[src/rtl/spi_pin_pkg.sv]
package spi_pin_pkg;

    localparam int DW   = 32;
    localparam int CS_N = 3;

    localparam logic [7:0] OFF_FUNC = 8'h00;
    localparam logic [7:0] OFF_CTRL = 8'h04;
    localparam logic [7:0] OFF_PIN  = 8'h08;
    localparam logic [7:0] OFF_RX   = 8'h0C;

    localparam int BIT_MODE = 0;
    localparam int BIT_MOSI = 0;
    localparam int BIT_SCK  = 8;
    localparam int BIT_CS0  = 16;

    typedef enum logic [2:0] {
        SEL_NONE,
        SEL_FUNC,
        SEL_CTRL,
        SEL_PIN,
        SEL_RX
    } reg_sel_e;

    typedef struct packed {
        logic            sck;
        logic            mosi;
        logic [CS_N-1:0] cs;
    } pins_t;

    function automatic pins_t pins_from_word(logic [DW-1:0] w);
        pins_t p;
        p.sck  = w[BIT_SCK];
        p.mosi = w[BIT_MOSI];
        p.cs   = w[BIT_CS0 +: CS_N];
        return p;
    endfunction

    function automatic logic [DW-1:0] word_from_pins(pins_t p);
        logic [DW-1:0] w;
        w = '0;
        w[BIT_SCK]          = p.sck;
        w[BIT_MOSI]         = p.mosi;
        w[BIT_CS0 +: CS_N]  = p.cs;
        return w;
    endfunction

    function automatic reg_sel_e decode(logic [7:0] off);
        case (off)
            OFF_FUNC: return SEL_FUNC;
            OFF_CTRL: return SEL_CTRL;
            OFF_PIN:  return SEL_PIN;
            OFF_RX:   return SEL_RX;
            default:  return SEL_NONE;
        endcase
    endfunction

endpackage

[src/rtl/spi_pin_regs.sv]
module spi_pin_regs
    import spi_pin_pkg::*;
(
    input  logic          clk,
    input  logic          rst,
    input  logic          we,
    input  reg_sel_e      sel,
    input  logic [DW-1:0] wdata,
    output logic          mode,
    output logic [DW-1:0] ctrl_q,
    output pins_t         pins_q,
    output logic          sck_rise
);

    always_ff @(posedge clk) begin
        if (rst) begin
            mode   <= 1'b0;
            ctrl_q <= '0;
            pins_q <= '0;
        end else if (we) begin
            case (sel)
                SEL_FUNC: mode   <= wdata[BIT_MODE];
                SEL_CTRL: ctrl_q <= wdata;
                SEL_PIN:  pins_q <= pins_from_word(wdata);
                default:  ;
            endcase
        end
    end

    // A rising edge on the clock bit, made by software while it owns the pins
    assign sck_rise = we && (sel == SEL_PIN) && mode && !pins_q.sck && wdata[BIT_SCK];

    AST_PIN_STORED: assert property (@(posedge clk) disable iff (rst)
        (we && sel == SEL_PIN) |=> (word_from_pins(pins_q) == word_from_pins(pins_from_word($past(wdata)))));

    AST_UNMAPPED_WRITE: assert property (@(posedge clk) disable iff (rst)
        (we && (sel == SEL_NONE || sel == SEL_RX)) |=> ($stable(mode) && $stable(ctrl_q) && $stable(pins_q)));

endmodule

[src/rtl/spi_pin_rxshift.sv]
module spi_pin_rxshift #(
    parameter int W = 32
) (
    input  logic         clk,
    input  logic         rst,
    input  logic         shift_en,
    input  logic         din,
    output logic [W-1:0] rx_q
);

    always_ff @(posedge clk) begin
        if (rst)
            rx_q <= '0;
        else if (shift_en)
            rx_q <= {rx_q[W-2:0], din};
    end

    AST_SHIFT_ON_RISE: assert property (@(posedge clk) disable iff (rst)
        shift_en |=> (rx_q[0] == $past(din) && rx_q[W-1:1] == $past(rx_q[W-2:0])));

    AST_HOLD_WITHOUT_RISE: assert property (@(posedge clk) disable iff (rst)
        !shift_en |=> $stable(rx_q));

endmodule

[src/rtl/spi_pin_port.sv]
module spi_pin_port
    import spi_pin_pkg::*;
#(
    parameter int ADDR_W = 6
) (
    input  logic              clk,
    input  logic              rst,
    input  logic [ADDR_W-1:0] addr,
    input  logic              we,
    input  logic [DW-1:0]     wdata,
    output logic [DW-1:0]     rdata,
    input  logic              din,
    input  logic              eng_sck,
    input  logic              eng_mosi,
    input  logic [CS_N-1:0]   eng_cs,
    output logic              sck,
    output logic              mosi,
    output logic [CS_N-1:0]   cs
);

    localparam int OFF_W = 8;

    reg_sel_e      sel;
    logic          mode;
    logic [DW-1:0] ctrl_q;
    pins_t         pins_q;
    pins_t         pins_eng;
    pins_t         pins_out;
    logic          sck_rise;
    logic [DW-1:0] rx_q;

    assign sel = decode(OFF_W'(addr));

    spi_pin_regs u_regs (
        .clk      (clk),
        .rst      (rst),
        .we       (we),
        .sel      (sel),
        .wdata    (wdata),
        .mode     (mode),
        .ctrl_q   (ctrl_q),
        .pins_q   (pins_q),
        .sck_rise (sck_rise)
    );

    spi_pin_rxshift #(.W(DW)) u_rx (
        .clk      (clk),
        .rst      (rst),
        .shift_en (sck_rise),
        .din      (din),
        .rx_q     (rx_q)
    );

    // Pin ownership: register bits in bit-bang mode, read engine otherwise
    always_comb begin
        pins_eng.sck  = eng_sck;
        pins_eng.mosi = eng_mosi;
        pins_eng.cs   = eng_cs;
        pins_out      = mode ? pins_q : pins_eng;
    end

    assign sck  = pins_out.sck;
    assign mosi = pins_out.mosi;
    assign cs   = pins_out.cs;

    always_comb begin
        case (sel)
            SEL_FUNC: rdata = DW'(mode);
            SEL_CTRL: rdata = ctrl_q;
            SEL_PIN:  rdata = word_from_pins(pins_q);
            SEL_RX:   rdata = rx_q;
            default:  rdata = '0;
        endcase
    end

    AST_FUNC_UPPER_ZERO: assert property (@(posedge clk) disable iff (rst)
        (sel == SEL_FUNC) |-> (rdata[DW-1:1] == '0));

    AST_RX_WRITE_IGNORED: assert property (@(posedge clk) disable iff (rst)
        (we && sel == SEL_RX) |=> $stable(rx_q));

    AST_NO_SHIFT_MODE_OFF: assert property (@(posedge clk) disable iff (rst)
        (we && !mode) |=> $stable(rx_q));

    AST_UNMAPPED_READ: assert property (@(posedge clk) disable iff (rst)
        (sel == SEL_NONE) |-> (rdata == '0));

endmodule

[config.mk]
export PLATFORM = sky130hd
export DESIGN_NAME = spi_pin_port
export DESIGN_NICKNAME = d
export VERILOG_FILES = /design/src/rtl/spi_pin_pkg.sv /design/src/rtl/spi_pin_regs.sv /design/src/rtl/spi_pin_rxshift.sv /design/src/rtl/spi_pin_port.sv
export SDC_FILE = /design/constraint.sdc
export NUM_CORES = 1
export LEC_CHECK = 0
export BUFFER_PORTS_ARGS = -buffer_cell sky130_fd_sc_hd__buf_4
export CAP_MARGIN = 0
export CORE_MARGIN = 10
export CORE_UTILIZATION = 53
export CTS_CLUSTER_DIAMETER = 60
export DETAILED_ROUTE_END_ITERATION = 12
export PLACE_DENSITY = 0.85
export SLEW_MARGIN = 20
export SYNTH_ARGS = -nofsm -noshare
export SYNTH_HDL_FRONTEND = slang
export SYNTH_SLANG_ARGS = --single-unit
[constraint.sdc]
create_clock -name clk -period 2 [get_ports clk]
set_input_delay 0.1 -clock clk [delete_from_list [all_inputs] [get_ports clk]]
set_output_delay 0.1 -clock clk [all_outputs]
set_load 0.03 [all_outputs]
### After elaboration in Yosys (flattened, before gate mapping)

Index checks and enable logic that the tools add are counted.
Widths: inputs -> output; s select.

* memories kept: 0
* bits of input ports: 47
* RAM bits: 0
* bits in latches: 0
* word-level logic and storage cells: 25
* register bits: 70
* memory bits (read-only): 0
* output and inout bits: 37

* add/subtract/negate cells: 0
* muxes and demuxes: 3
* bitwise logic cells: 0
* $mul: 0
* shift operators: 0
* reduce and logical (&&, ||, !) cells: 9
* magnitude comparators: 0
* divide/modulo/power cells: 0
* equal/unequal tests: 7

Operators by type and width (number)
* $pmux 32 s4: 1
* $eq 6x4->1 const B: 2
* $pmux 3 s4: 1
* $eq 3x2->1 const B: 2
* $eq 6x3->1 const B: 1
* $logic_not 6->1: 1
* $reduce_and 2->1: 3
* $mux 5: 1
* $logic_and 1x1->1: 4
* $eq 3x1->1 const B: 1
* $eq 3x3->1 const B: 1
* $logic_not 1->1: 1

### Logic depth before layout (Yosys ltp)

* depth in word-level cells: 7
* depth in mapped cells: 6
* mapped depth without buffers: 3

### By module

A second synthesis with hierarchy kept.

* cell total of the unflattened synthesis: 354
* area total of the unflattened synthesis: 3550.9 um2

By module, submodules not included
* spi_pin_regs: cells each 162, instances 1, seq. area each 760.7 um2, area an instance 1725.4 um2
* spi_pin_rxshift: cells each 103, instances 1, seq. area each 640.6 um2, area an instance 1163.6 um2
* spi_pin_port: cells each 89, instances 1, seq. area each 0.0 um2, area an instance 661.9 um2

### Least setup slack after synthesis

Ideal clock, no wire load.

* path type: input to output
* start: input addr[5]
* end: output rdata[13]
* data arrival time: 1.518 ns
* path buffers: 3
* stages: 6
* slack: 0.382 ns
* data required time: 1.900 ns
* cells stage by stage: nor4_1 -> buf_2 -> and2_1 -> buf_2 -> buf_1 -> a22o_1

* longest elaborated chain between the ends: 4
* elaborated cells between the ends (all ways): 10
* classes of those cells: 7 x eq/ne; 2 x mux; 1 x reduce/logical

RTL lines
* start, declared: RTL line spi_pin_port.sv:8 `input logic [ADDR_W-1:0] addr,`
* $eq 6x4->1 (tied with other cells): RTL line spi_pin_pkg.sv:48 `case (off)`
* $pmux 3 s4 *: RTL line spi_pin_pkg.sv:48
* $eq 3x3->1 (tied with other cells): RTL line spi_pin_port.sv:67 `case (sel)`
* $pmux 32 s4 *: RTL line spi_pin_port.sv:67
* end, declared: RTL line spi_pin_port.sv:11 `output logic [DW-1:0] rdata,`

Mark *: on every way between the ends. The rest lies on a longest branch, timed or not.

### Final worst setup path

* start: input addr[2]
* end: output rdata[15]

The elaborated chain is that of the path after synthesis.

==> tab_implementation.tex <==
\begin{tabular}{lr}
\hline
Metric & Value \\
\hline
\multicolumn{2}{l}{\textbf{Power and ir drop}} \\
\quad Total power density per cell area & 618 nW/µm² \\
\quad PnR Total Power & roughly 2.6 mW \\
\quad Leakage & between 1.5 and 2 nW \\
\quad VDD IR max & roughly 430 µV \\
\multicolumn{2}{l}{\textbf{Drt}} \\
\quad First-pass iteration count of the detailed router & 4 \\
\quad Final routed wire length divided by cell count & between 15 and 20 µm \\
\quad Mean number of vias per cell & 5.31 \\
\quad Detailed-route wire length & about 7.7 mm \\
\quad Remaining antenna violation count & 0 \\
\quad Remaining routing DRC violations & 0 \\
\quad Via count & $\sim$2600 \\
\quad DRT iter0 DRCs & approximately 130 \\
\multicolumn{2}{l}{\textbf{STA}} \\
\quad Fin Clk Skew & 0.00746 ns \\
\quad Setup tns final & 0 ns \\
\quad Final number of hold-violating endpoints & 0 \\
\quad Worst slew slack as a fraction of its limit & 0.536 \\
\quad Final Cycle Share & 0.849 \\
\quad Setup repair after global routing missed its margin & false \\
\quad Achievable clock frequency & about 590 MHz \\
\quad Final worst path period need & roughly 1.7 ns \\
\quad Endpoints failing setup & 0 \\
\quad Crit path setup slack, layout & 0.301 ns \\
\quad Slew at the pin with the worst max-slew slack & between 0.6 and 0.7 ns \\
\quad Final slew viol count & 0 \\
\multicolumn{2}{l}{\textbf{CTS}} \\
\quad H-Tree Level Count & 3 \\
\quad Clock latency at the later pin of the worst-skew pair & 0.34 ns \\
\quad Clock root buffer & sky130\_fd\_sc\_hd\_\_clkbuf\_8 \\
\quad Bufs on Longest Clock Path & 2 \\
\quad Register clock-pin slew on the reported worst setup and hold paths & around 0.070 ns \\
\quad Num Clock Sinks & 70 \\
\quad Quantity of hold-fixing buffers added after cts & 0 \\
\quad Quantity of gates resized following cts & 0 \\
\quad CTS tree & yes \\
\quad Count of buffers added by post-CTS timing repair for setup & 0 \\
\quad Number of buffers created by CTS & 9 \\
\multicolumn{2}{l}{\textbf{Global route}} \\
\quad Maximum number of pins on one net before global-route repair & about 100 \\
\quad Total global-route track usage & 0.151 \\
\quad Number of global-route vias before repair & approximately 2600 \\
\quad Grt total ovfl & 0 \\
\quad Antenna violations before repair & 0 \\
\quad Wire length of the first global-routing pass & roughly 13 mm \\
\multicolumn{2}{l}{\textbf{Run status}} \\
\quad Outcome & complete, no violations \\
\multicolumn{2}{l}{\textbf{Min path}} \\
\quad Path type of the worst min-delay path & in2reg \\
\multicolumn{2}{l}{\textbf{Worst setup path}} \\
\quad CP Launch Type & input port \\
\quad Data required time at the worst endpoint & between 1.5 and 2 ns \\
\quad Critical path type & in2out \\
\quad Worst setup EP type & output pin \\
\quad Largest fanout on the critical path & 27 \\
\quad Arrival time at the worst endpoint & 1.60 ns \\
\multicolumn{2}{l}{\textbf{Synth}} \\
\quad Synth Area per Inst & approximately 10 µm² \\
\quad Unique masters post-synth & 27 \\
\quad Cell area after synthesis & between 3000 and 4000 µm² \\
\quad Register bit total from synthesis & 70 \\
\quad Number of instances in the synthesized netlist & between 300 and 400 \\
\quad Total number of yosys warnings & 0 \\
\quad Net count of the mapped netlist & roughly 380 \\
\quad Share of synthesized area occupied by flip-flops and latches & 0.414 \\
\multicolumn{2}{l}{\textbf{Job}} \\
\quad Max-cap violations & 0 \\
\multicolumn{2}{l}{\textbf{Floorplan}} \\
\quad Horizontal extent of the die & between 90 and 100 µm \\
\quad Height of the chip & around 100 µm \\
\quad Number of ports placed on the die boundary & 84 \\
\quad Core Footprint & 6280 µm² \\
\quad Initial standard-cell utilization of the core & 0.539 \\
\quad Total number of placement rows & 29 \\
\quad Overall die area & around 10000 µm² \\
\multicolumn{2}{l}{\textbf{Finish}} \\
\quad Count of nets after finishing & 453 \\
\quad Filler instances & 504 \\
\quad Area growth from synthesis to layout & 24.9\% \\
\quad Final design instance area without fill & $\sim$4200 µm² \\
\quad Number of antenna diodes & 0 \\
\quad Layout cell share with drive strength beyond 1 & 0.284 \\
\quad Number of cells in the finished layout apart from fillers & 486 \\
\multicolumn{2}{l}{\textbf{Placed design}} \\
\quad Worst slack at placement & roughly 0.25 ns \\
\quad Dpl cell area & a little over 4000 µm² \\
\quad Number of placed instances, taps included & roughly 470 \\
\quad Gp weighted congestion & $\sim$0.86 \\
\quad HPWL after DPL & between 5 and 6 mm \\
\quad Number of input and output port buffers inserted & a little over 80 \\
\hline
\end{tabular}
routing by layer:
metal,track usage,up-vias,wire length (µm)
li1,-,1304,-
met3,0.0378,11,366
met1,0.183,1210,3400
met5,0,-,0
met4,0.0695,0,181
met2,0.246,55,3780
critical path, stage by stage:
cell and delay, ns:
sky130_fd_sc_hd__buf_4 0.15, sky130_fd_sc_hd__nor2b_1 0.42, sky130_fd_sc_hd__and2_1 0.20, sky130_fd_sc_hd__buf_4 0.31
sky130_fd_sc_hd__a22o_1 0.24, sky130_fd_sc_hd__buf_4 0.17
synth_stat cells:
cell type / number / share of area
sky130_fd_sc_hd__buf_1: 4 / 0.0044
sky130_fd_sc_hd__a21oi_1: 6 / 0.0089
sky130_fd_sc_hd__or4_4: 2 / 0.0067
sky130_fd_sc_hd__and3b_1: 1 / 0.0026
sky130_fd_sc_hd__a21bo_2: 1 / 0.0030
sky130_fd_sc_hd__and2_1: 2 / 0.0037
sky130_fd_sc_hd__a22o_1: 27 / 0.070
sky130_fd_sc_hd__nor4_2: 1 / 0.0037
sky130_fd_sc_hd__mux2_2: 9 / 0.030
sky130_fd_sc_hd__buf_6: 1 / 0.0033
sky130_fd_sc_hd__nor3b_1: 1 / 0.0022
sky130_fd_sc_hd__clkbuf_1: 14 / 0.016
sky130_fd_sc_hd__a22oi_1: 4 / 0.0089
sky130_fd_sc_hd__buf_4: 3 / 0.0067
sky130_fd_sc_hd__mux2i_1: 64 / 0.19
sky130_fd_sc_hd__nor2b_1: 1 / 0.0018
sky130_fd_sc_hd__and3_1: 2 / 0.0037
sky130_fd_sc_hd__dfxtp_1: 70 / 0.41
sky130_fd_sc_hd__mux4_2: 1 / 0.0067
sky130_fd_sc_hd__nand3_1: 6 / 0.0089
sky130_fd_sc_hd__nor4_1: 1 / 0.0018
sky130_fd_sc_hd__nand2_1: 1 / 0.0011
sky130_fd_sc_hd__nand3b_1: 1 / 0.0022
sky130_fd_sc_hd__nand2b_1: 97 / 0.18
sky130_fd_sc_hd__o21ai_0: 5 / 0.0074
sky130_fd_sc_hd__buf_2: 7 / 0.010
sky130_fd_sc_hd__nor2_1: 4 / 0.0044
cell type report:
type,count,area (µm²),share of cell area
Clock buffer,13,169,0.0400
Clock inverter,1,5.00,0.00118
Multi-Input combinational cell,237,1860,0.439
Sequential cell,70,1400,0.331
Tap cell,77,96.3,0.0228
Timing Repair Buffer,88,698,0.165
stage by stage:
stage / hold slack, ns / utilization
2_1_floorplan: 0.247 / -
3_3_place_gp: 0.367 / 0.646
3_5_place_dp: 0.375 / 0.646
4_1_cts: 0.0146 / 0.674
5_1_grt: 0.0264 / 0.674
6_report: 0.0238 / 0.674
cell usage in the layout (no fill, tap or decap), drive strengths merged, types with 4 or more instances in the layout:
cell type,n
a21oi,6
a22oi,4
a22o,27
mux2,9
dfxtp,70
buf,88
nand2b,97
clkbuf,13
mux2i,64
nor2,4
o21ai,5
nand3,6
flip-flops by register name (all words and copies together), names as in the netlist:
register / flops
u_regs.ctrl_q: 32
u_regs.mode: 1
u_regs.pins_q: 5
u_rx.rx_q: 32
report_power, final:
part	switching (mW)	internal (mW)
combinational	0.0813	0.114
clock	0.481	0.537
sequential	0.00201	1.40
total	0.564	2.05
final timing paths:
kind	from	endpoint	slack, ns	cells after the start
hold reg to reg	u_regs.ctrl_q[20]$_SDFFE_PP0P_	u_regs.ctrl_q[20]$_SDFFE_PP0P_	0.47	2
setup reg to reg	u_regs.mode$_SDFFE_PP0P_	u_rx.rx_q[7]$_SDFFE_PP0P_	0.55	4
hold / removal	wdata[19]	u_regs.ctrl_q[19]$_SDFFE_PP0P_	0.02	3
setup / recovery	addr[2]	rdata[15]	0.30	6
logic make-up (layout without fill, tap and decap cells):
family | Yosys count | after routing | share of synthesized area
DFF | 70 | 70 | 0.414
muxes | 74 | 74 | 0.226
and+or+nand+nor | 120 | 120 | 0.222
buffers and inverters | 29 | 102 | 0.0403
AOI/OAI and AO/OA | 43 | 43 | 0.0979
Note: power is estimated with default switching activity, not from simulation.
